<file path="config.mk">
export PLATFORM = sky130hd
export DESIGN_NAME = pipe_sram
export DESIGN_NICKNAME = d
export VERILOG_FILES = /design/src/rtl/pipe_sram_pkg.sv /design/src/rtl/pipe_sram_ctrl.sv /design/src/rtl/pipe_sram_dp.sv /design/src/rtl/pipe_sram.sv
export SDC_FILE = /design/constraint.sdc
export NUM_CORES = 2
export LEC_CHECK = 0
export BUFFER_PORTS_ARGS = -buffer_cell sky130_fd_sc_hd__clkbuf_2
export CAP_MARGIN = 25
export CORE_MARGIN = 5
export CORE_UTILIZATION = 55
export CTS_CLUSTER_DIAMETER = 30
export DETAILED_ROUTE_END_ITERATION = 10
export PLACE_DENSITY = 0.72
export REMOVE_ABC_BUFFERS = 1
export SLEW_MARGIN = 20
export SYNTH_ARGS = -nofsm -noshare
export SYNTH_HDL_FRONTEND = slang
export SYNTH_SLANG_ARGS = --single-unit
</file>
<file path="constraint.sdc">
create_clock -name clk -period 3.1 [get_ports clk]
set_input_delay 0.62 -clock clk [delete_from_list [all_inputs] [get_ports clk]]
set_output_delay 0.62 -clock clk [all_outputs]
set_load 0.03 [all_outputs]
</file>
<file path="src/rtl/pipe_sram_pkg.sv">
package pipe_sram_pkg;

  // Control-to-datapath strobes
  typedef struct packed {
    logic outLoad;  // load output register from the read word
    logic wrEn;     // commit a pending write this edge
  } sram_strobe_t;

  // Low two address bits of the k-th word in a burst
  function automatic logic [1:0] burstLow(input logic [1:0] start,
                                          input logic [1:0] k,
                                          input logic       linear);
    return linear ? 2'(start + k) : (start ^ k);
  endfunction

endpackage

</file>
<file path="src/rtl/pipe_sram_ctrl.sv">
module pipe_sram_ctrl
  import pipe_sram_pkg::*;
#(
  parameter int unsigned ADDR_W = 6,
  parameter int unsigned LANES  = 4
) (
  input  logic              clk,
  input  logic              rstN,
  input  logic [ADDR_W-1:0] addr,
  input  logic              selAN,
  input  logic              selB,
  input  logic              selCN,
  input  logic              wrN,
  input  logic [LANES-1:0]  laneWrN,
  input  logic              advance,
  input  logic              linearOrder,
  input  logic              sleep,
  output sram_strobe_t      stb,
  output logic [ADDR_W-1:0] rdAddr,
  output logic [ADDR_W-1:0] wrAddr,
  output logic [LANES-1:0]  wrLanes,
  output logic [LANES-1:0]  fwdLanes,
  output logic              issueRd,
  output logic              issueWr
);

  logic              burstActive, burstWrite;
  logic [ADDR_W-1:0] baseAddr;
  logic [1:0]        burstCnt, nextCnt;
  logic              loadSel, advGo, issueValid, issueWrite;
  logic [ADDR_W-1:0] issueAddr;

  logic              s1Valid, s1Write;
  logic [ADDR_W-1:0] s1Addr;
  logic [LANES-1:0]  s1Lanes;
  logic              s2Valid;
  logic [ADDR_W-1:0] s2Addr;
  logic [LANES-1:0]  s2Lanes;

  always_comb begin
    loadSel    = !advance && !selAN && selB && !selCN && !sleep;
    advGo      = advance && burstActive && !sleep;
    nextCnt    = burstCnt + 2'd1;
    issueAddr  = loadSel ? addr
                         : {baseAddr[ADDR_W-1:2], burstLow(baseAddr[1:0], nextCnt, linearOrder)};
    issueValid = loadSel || advGo;
    issueWrite = loadSel ? !wrN : burstWrite;
  end

  assign issueRd = issueValid && !issueWrite;
  assign issueWr = issueValid && issueWrite;

  // Burst state: untouched while sleeping
  always_ff @(posedge clk) begin
    if (!rstN) begin
      burstActive <= 1'b0;
      burstWrite  <= 1'b0;
      baseAddr    <= '0;
      burstCnt    <= '0;
    end else if (!sleep) begin
      if (!advance) begin
        burstActive <= loadSel;
        burstWrite  <= !wrN;
        baseAddr    <= addr;
        burstCnt    <= '0;
      end else if (advGo) begin
        burstCnt <= nextCnt;
      end
    end
  end

  // Stage 1: issued command; stage 2: write waiting for its data
  always_ff @(posedge clk) begin
    if (!rstN) begin
      s1Valid <= 1'b0;
      s1Write <= 1'b0;
      s1Addr  <= '0;
      s1Lanes <= '0;
      s2Valid <= 1'b0;
      s2Addr  <= '0;
      s2Lanes <= '0;
    end else begin
      s1Valid <= issueValid;
      s1Write <= issueWrite;
      s1Addr  <= issueAddr;
      s1Lanes <= ~laneWrN;
      s2Valid <= s1Valid && s1Write;
      s2Addr  <= s1Addr;
      s2Lanes <= s1Lanes;
    end
  end

  assign stb.outLoad = s1Valid && !s1Write;
  assign stb.wrEn    = s2Valid;
  assign rdAddr      = s1Addr;
  assign wrAddr      = s2Addr;
  assign wrLanes     = s2Lanes;
  assign fwdLanes    = (s2Valid && (s2Addr == s1Addr)) ? s2Lanes : '0;

endmodule

</file>
<file path="src/rtl/pipe_sram_dp.sv">
module pipe_sram_dp
  import pipe_sram_pkg::*;
#(
  parameter  int unsigned ADDR_W = 6,
  parameter  int unsigned LANES  = 4,
  parameter  int unsigned LANE_W = 8,
  localparam int unsigned DATA_W = LANES * LANE_W,
  localparam int unsigned DEPTH  = 1 << ADDR_W
) (
  input  logic              clk,
  input  logic              rstN,
  input  sram_strobe_t      stb,
  input  logic [ADDR_W-1:0] rdAddr,
  input  logic [ADDR_W-1:0] wrAddr,
  input  logic [LANES-1:0]  wrLanes,
  input  logic [LANES-1:0]  fwdLanes,
  input  logic [DATA_W-1:0] dIn,
  output logic [DATA_W-1:0] dOut,
  output logic              outValid
);

  logic [DATA_W-1:0] rdWord;

  for (genvar g = 0; g < LANES; g++) begin : g_lane
    logic [LANE_W-1:0] laneMem [DEPTH];

    always_ff @(posedge clk) begin
      if (stb.wrEn && wrLanes[g]) laneMem[wrAddr] <= dIn[g*LANE_W +: LANE_W];
    end

    // Newest value wins: a lane being committed now is taken from the bus
    assign rdWord[g*LANE_W +: LANE_W] = fwdLanes[g] ? dIn[g*LANE_W +: LANE_W]
                                                    : laneMem[rdAddr];
  end

  always_ff @(posedge clk) begin
    if (!rstN) begin
      dOut     <= '0;
      outValid <= 1'b0;
    end else begin
      outValid <= stb.outLoad;
      if (stb.outLoad) dOut <= rdWord;
    end
  end

endmodule

</file>
<file path="src/rtl/pipe_sram.sv">
module pipe_sram
  import pipe_sram_pkg::*;
#(
  parameter  int unsigned ADDR_W = 6,
  parameter  int unsigned LANES  = 4,
  parameter  int unsigned LANE_W = 8,
  localparam int unsigned DATA_W = LANES * LANE_W
) (
  input  logic              clk,
  input  logic              rstN,
  input  logic [ADDR_W-1:0] addr,
  input  logic              selAN,
  input  logic              selB,
  input  logic              selCN,
  input  logic              wrN,
  input  logic [LANES-1:0]  laneWrN,
  input  logic              advance,
  input  logic              linearOrder,
  input  logic              sleep,
  input  logic              oeN,
  input  logic [DATA_W-1:0] dIn,
  output logic [DATA_W-1:0] dOut,
  output logic              dOe
);

  sram_strobe_t      stb;
  logic [ADDR_W-1:0] rdAddr, wrAddr;
  logic [LANES-1:0]  wrLanes, fwdLanes;
  logic              issueRd, issueWr, outValid, commitWr;

  pipe_sram_ctrl #(.ADDR_W(ADDR_W), .LANES(LANES)) ctrl_i (
    .clk(clk), .rstN(rstN), .addr(addr), .selAN(selAN), .selB(selB), .selCN(selCN),
    .wrN(wrN), .laneWrN(laneWrN), .advance(advance), .linearOrder(linearOrder),
    .sleep(sleep), .stb(stb), .rdAddr(rdAddr), .wrAddr(wrAddr), .wrLanes(wrLanes),
    .fwdLanes(fwdLanes), .issueRd(issueRd), .issueWr(issueWr)
  );

  pipe_sram_dp #(.ADDR_W(ADDR_W), .LANES(LANES), .LANE_W(LANE_W)) dp_i (
    .clk(clk), .rstN(rstN), .stb(stb), .rdAddr(rdAddr), .wrAddr(wrAddr),
    .wrLanes(wrLanes), .fwdLanes(fwdLanes), .dIn(dIn), .dOut(dOut), .outValid(outValid)
  );

  assign commitWr = stb.wrEn;
  assign dOe      = outValid && !oeN && !sleep;

endmodule

</file>
# [Yosys cells after proc, flatten, opt, wreduce, memory -nomap -nowiden]
# Memory sizes are Yosys's and may differ from the RTL's. A register that Yosys moved wholly into a read port is not among the register bits.
# Cells that the tools add are included.
# Widths: inputs -> output; s select.
[classes] addsub=2 n_eq_ne=1 n_mux=13 bitwise_logic=4 n_reduce_logical=28
[op_table] op="$logic_and 1x1->1" count=14
[op_table] op="$logic_not 1->1" count=11
[op_table] op="$mux 1" count=9
[op_table] op="$mux 2" count=3
[op_table] op="$mux 6" count=1
[op_table] op="$not 4->4" count=1
[op_table] op="$reduce_and 2->1" count=2
[op_table] op="$add 2x1->2 const B" count=1
[op_table] op="$add 2x2->2" count=1
[op_table] op="$ne 2x1->1 const B" count=1
[op_table] op="$not 1->1" count=2
[op_table] op="$xor 2x2->2" count=1
[op_table] op="$logic_or 1x1->1" count=1
[word_totals] regBits=34 ramBits=2048 out_inout_bits=33 memories=4
[memory_table] memory="dp_i.g_lane[0].laneMem" depth=64 word_bits=8 rd=1 rd_clocked_by_memory_dff=1 write_ports=1 line_no="pipe_sram_dp.sv:25" rtl="logic [LANE_W-1:0] laneMem [DEPTH];"
[memory_table] memory="dp_i.g_lane[1].laneMem" depth=64 word_bits=8 rd=1 rd_clocked_by_memory_dff=1 write_ports=1 line_no="pipe_sram_dp.sv:25"
[memory_table] memory="dp_i.g_lane[2].laneMem" depth=64 word_bits=8 rd=1 rd_clocked_by_memory_dff=1 write_ports=1 line_no="pipe_sram_dp.sv:25"
[memory_table] memory="dp_i.g_lane[3].laneMem" depth=64 word_bits=8 rd=1 rd_clocked_by_memory_dff=1 write_ports=1 line_no="pipe_sram_dp.sv:25"

# [Depth between registers and ports, before layout]
[logic_depth] depth_word=6 mapped_depth=10 mapped_depth_nobuf=7

# [Modules after synthesis]
# From an unflattened synthesis, not the netlist that was laid out.
[unflattened] cells_unflattened=4137 area_unflattened_um2=82630.5
[by_module_without_submodules] mod="pipe_sram_dp" n_inst=1 cells_per_inst=3997 area_each_um2=81355.5
[by_module_without_submodules] mod="pipe_sram_ctrl" n_inst=1 cells_per_inst=139 area_each_um2=1262.5
[by_module_without_submodules] mod="pipe_sram" n_inst=1 cells_per_inst=1 area_each_um2=12.5

# [Least setup slack after synthesis]
# No wires, ideal clock.
[synth_timing] kind="reg2reg" start="reg ctrl_i.s1Addr[2] (netlist: ctrl_i.rdAddr[2])" end="reg dp_i.dOut[14] (read register of dp_i.g_lane[1].laneMem)" arrival_ns=2.296 t_required_ns=2.966 path_slack_ns=0.670 path_stages_with_launch=8 n_path_buf=3 cell_sequence="dfxtp_1 -> buf_4 -> buf_2 -> buf_1 -> mux4_2 -> mux4_2 -> a2111oi_0 -> a21oi_1"
[synth_lines] item="start: declaration" line_no="pipe_sram_ctrl.sv:34" rtl="logic [ADDR_W-1:0] s1Addr;"
[synth_lines] item="start signal: assignment" line_no="pipe_sram_ctrl.sv:85" rtl="s1Addr <= issueAddr;"
[synth_lines] item="end: declaration" line_no="pipe_sram_dp.sv:18" rtl="output logic [DATA_W-1:0] dOut,"

==> run summary <==
Status -> complete, no violations
Crit start category -> register
Max-slew violations -> 0
TritonRoute pass-1 iters -> 7
Initial Util -> 55.40%
Reg power frac -> 41.3%
Worst-path clk slew -> 0.05 ns
Die Ht -> 395.9 µm
Cell taking the most area after synthesis -> edfxtp_1
Placement Rows -> 141
Total routing usage reported by global routing -> 28.94%
Maxcap violations -> 0
FF-to-FF setup slack -> 0.19 ns
Final setup violation count -> 0
Area of the multi-input gates -> 0.01797 mm²
Sw Share -> 20.61%
Fmax -> 343.3 MHz
Number of global-route vias before repair -> 44870
Comb pwr share -> 3.5%
Syn. warnings -> 0
Clk_lat worst skew -> 0.94 ns
# resized after CTS -> 0
Internal power -> 60.47 mW
Net Switching -> 15.70 mW
Ys async rst share -> 0%
Unrepaired setup endpoints after global routing -> false
Postcts setup bufs -> 0
Dpl cells -> 5966
Clock power frac -> 55.2%
WP buf/inv -> 1
Share of cells above drive strength 1 -> 36.75%
Iteration-0 DRC Markers -> 6367
Number of flops mapped to enable cells by yosys -> 2048
Die Wd -> 395.9 µm
Cell Count, Final, Fillers Out -> 6689
H-tree levels -> 5
Vias per cell -> 6.517
CP Capture Type -> register
Setup crit end -> dp_i.dOut[3]
Drt drc -> 0
ANT nets after route -> 0
CTS Hold Bufs -> 11
Final Hold Vio Count -> 0
Cells after synthesis -> 3733
Die area -> 0.1567 mm²
Final Critical Period -> 2.913 ns
Core footprint -> 0.1478 mm²
Sequential share of the synthesized area -> 76.70%
Stages on worst setup path -> 6
Worst-path cell chain -> xnor2_1 > nand4_1 > buf_4 > or3_1 > a32oi_1 > o21ai_1
Cell Pwr Density -> 756.5 mW/mm²
Final Skew -> 0.05768 ns
CP max stage cell -> dfxtp_4
Io pins -> 85
Final hold slack -> 0.07204 ns
Synth cell types -> 60
Synth top area share -> 75.09%
Maximum root-to-sink buffer count -> 4
Data arrival time of the critical path -> 3.68 ns
Worst EP required -> 3.86 ns
Worst r2r src -> ctrl_i.rdAddr[2]
CTS Buf Count -> 389
R2r worst-path depth -> 6
DR WL/cell -> 33.73 µm
Leak -> 32.63 nW
Dominant synthesized flop cell -> edfxtp_1
Routability cong. -> 0.8596
Hpwl dp -> 131900 µm
Sequential Area -> 0.06284 mm²
Avg Cell Area, Syn -> 21.94 µm²
Final wirelength -> 225600 µm
Critical path origin -> ctrl_i.rdAddr[2]
TritonCTS clock tree -> done
Final nets -> 4495
DR vias -> 43590
VDD IR max -> 0.4627 mV
Grt ovf -> 0
RR Endpoint -> dp_i.dOut[3]
Clock root cell -> clkbuf_16
Crit Path Class -> register to register
CP top delay family -> simple AND/OR/NAND/NOR gates
Area contributors post-synth -> edfxtp_1, mux4_2, dfxtp_1, nor2_1, mux2i_1
Tcrit/Tclk final -> 93.98%
Filler cells -> 8813
Buffers on Ports -> 84
Actual slew at the worst max-slew pin -> 1.073 ns
Register bit total from synthesis -> 2114
Clock Sinks -> 2114
Area grow syn2layout -> 22.93%
CP max FO -> 18
Largest net degree at the start of global routing -> 67
Worst path max stage delay -> 0.64 ns
Relative max-transition margin -> 28.44%
Tightest Hold Check Type -> input pin to register
Syn Std Cell Area -> 0.08190 mm²
Initial antenna violation count -> 10
First-pass GRT wire length -> 322700 µm
==> through the flow <==
stage | TNS (ns) | area (µm²) | worst slack, ns | util [%] | power, mW
after floorplan | -654.47 | 80770 | -20.07 | - | 34.62
after global placement | 0 | 87380 | 0.2641 | 59.11 | 34.55
after detailed placement | 0 | 87410 | 0.2279 | 59.13 | 34.61
after CTS | 0 | 100600 | 0.1763 | 68.02 | 76.51
after global routing | 0 | 100600 | 0.1164 | 68.08 | 78.24
final | 0 | 100700 | 0.1867 | 68.10 | 76.16
==> worst min path at each step <==
| stage | depth (start not counted) | from | slack (ns) | to |
|---|---|---|---|---|
| floorplan | 1 | ctrl_i.s1Lanes[0] | 0.41 | ctrl_i.wrLanes[0] |
| global placement | 1 | ctrl_i.s1Lanes[1] | 0.42 | ctrl_i.wrLanes[1] |
| detailed placement | 1 | ctrl_i.s1Lanes[3] | 0.42 | ctrl_i.wrLanes[3] |
| CTS | 4 | selAN | 0.02 | ctrl_i.burstActive |
| global route | 3 | selAN | 0.1 | ctrl_i.s1Valid |
| finish | 4 | selAN | 0.07 | ctrl_i.burstActive |
==> cells by family (layout without fill, tap and decap cells) <==
group	Yosys count	count (layout)	share of synthesized area, %
flip-flops	2114	2114	76.70
multiplexers	682	682	17.39
AND/OR/NAND/NOR	489	489	2.571
buffers and inverters	226	1241	1.407
AO/OA/AOI/OAI	212	212	1.821
XOR/XNOR	9	9	0.09625
adder cells (fa/ha/maj)	1	1	0.01527
other	0	11	0
==> cell type report <==
cell class	instances	share of cell area [%]
Antenna cell	11	0.02734
Clock buffer	442	9.968
Clock inverter	255	2.983
Inverter	5	0.01864
Multi-Input combinational cell	1393	17.85
Sequential cell	2114	62.42
Tap cell	1930	2.399
Timing Repair Buffer	539	4.342
==> layer usage <==
layer  track usage, %  part of all wire, %
met1            38.92                   36
met2            44.13                   47
met3            9.156                   12
met4            13.04                  4.8
met5                0                0.033
==> power by group through the flow <==
| stage | Clock [mW] | Sequential (mW) | Combinational, mW |
|---|---|---|---|
| floorplan | 0 | 32.3 | 2.33 |
| global placement | 0 | 32.0 | 2.57 |
| detailed placement | 0 | 32.0 | 2.63 |
| CTS | 42.4 | 31.4 | 2.69 |
| global route | 44.0 | 31.4 | 2.84 |
| finish | 42.0 | 31.4 | 2.70 |
==> worst reg2reg max path, delay by kind of cell, from the launching register on <==
kind,cells,cell delay [ns]
XOR/XNOR,1,0.22
AO/OA/AOI/OAI,2,0.34
flip-flops,1,0.64
buffers and inverters,1,0.44
AND/OR/NAND/NOR,2,1.12
==> synthesized netlist by cell type, drive strengths merged, types with 3 or more instances <==
cell / n
or2: 4
o22ai: 32
nor3: 13
a22oi: 27
a21boi: 8
nor2: 273
inv: 5
nand3: 4
nor2b: 23
a31oi: 3
nand2b: 10
and3b: 4
xnor2: 8
mux2i: 85
nor3b: 8
nand2: 111
a211oi: 22
dfxtp: 66
o31ai: 26
nor4: 6
clkbuf: 84
a32oi: 3
o21ai: 14
edfxtp: 2048
o211a: 3
o21a: 24
o41ai: 3
mux2: 5
and2: 17
a22o: 3
or3: 4
and3: 7
buf: 137
mux4: 592
a21oi: 28
==> cell usage in the layout (no fill, tap or decap), drive strengths merged, types with 11 or more instances in the layout <==
cell	netlist	layout
mux4	592	592
bufinv	0	57
a22oi	27	27
edfxtp	2048	2048
nor2b	23	23
diode	0	11
nand2	111	111
dfxtp	66	66
nor2	273	273
mux2i	85	85
clkbuf	84	525
inv	5	44
and2	17	17
clkinvlp	0	36
o21ai	14	14
a211oi	22	22
o22ai	32	32
o21a	24	24
clkinv	0	123
o31ai	26	26
buf	137	445
nor3	13	13
dlygate4sd3	0	11
a21oi	28	28
==> registers in the layout, indices dropped and copies added (netlist names) <==
name / count
ctrl_i.s2Valid: 1
ctrl_i.s1Write: 1
dp_i.dOut: 32
ctrl_i.s1Valid: 1
ctrl_i.burstActive: 1
ctrl_i.burstCnt: 2
dp_i.g_lane.laneMem: 2048
ctrl_i.wrAddr: 6
ctrl_i.rdAddr: 6
ctrl_i.baseAddr: 6
ctrl_i.wrLanes: 4
ctrl_i.burstWrite: 1
ctrl_i.s1Lanes: 4
dp_i.outValid: 1
(Power assumes the default switching activity.)
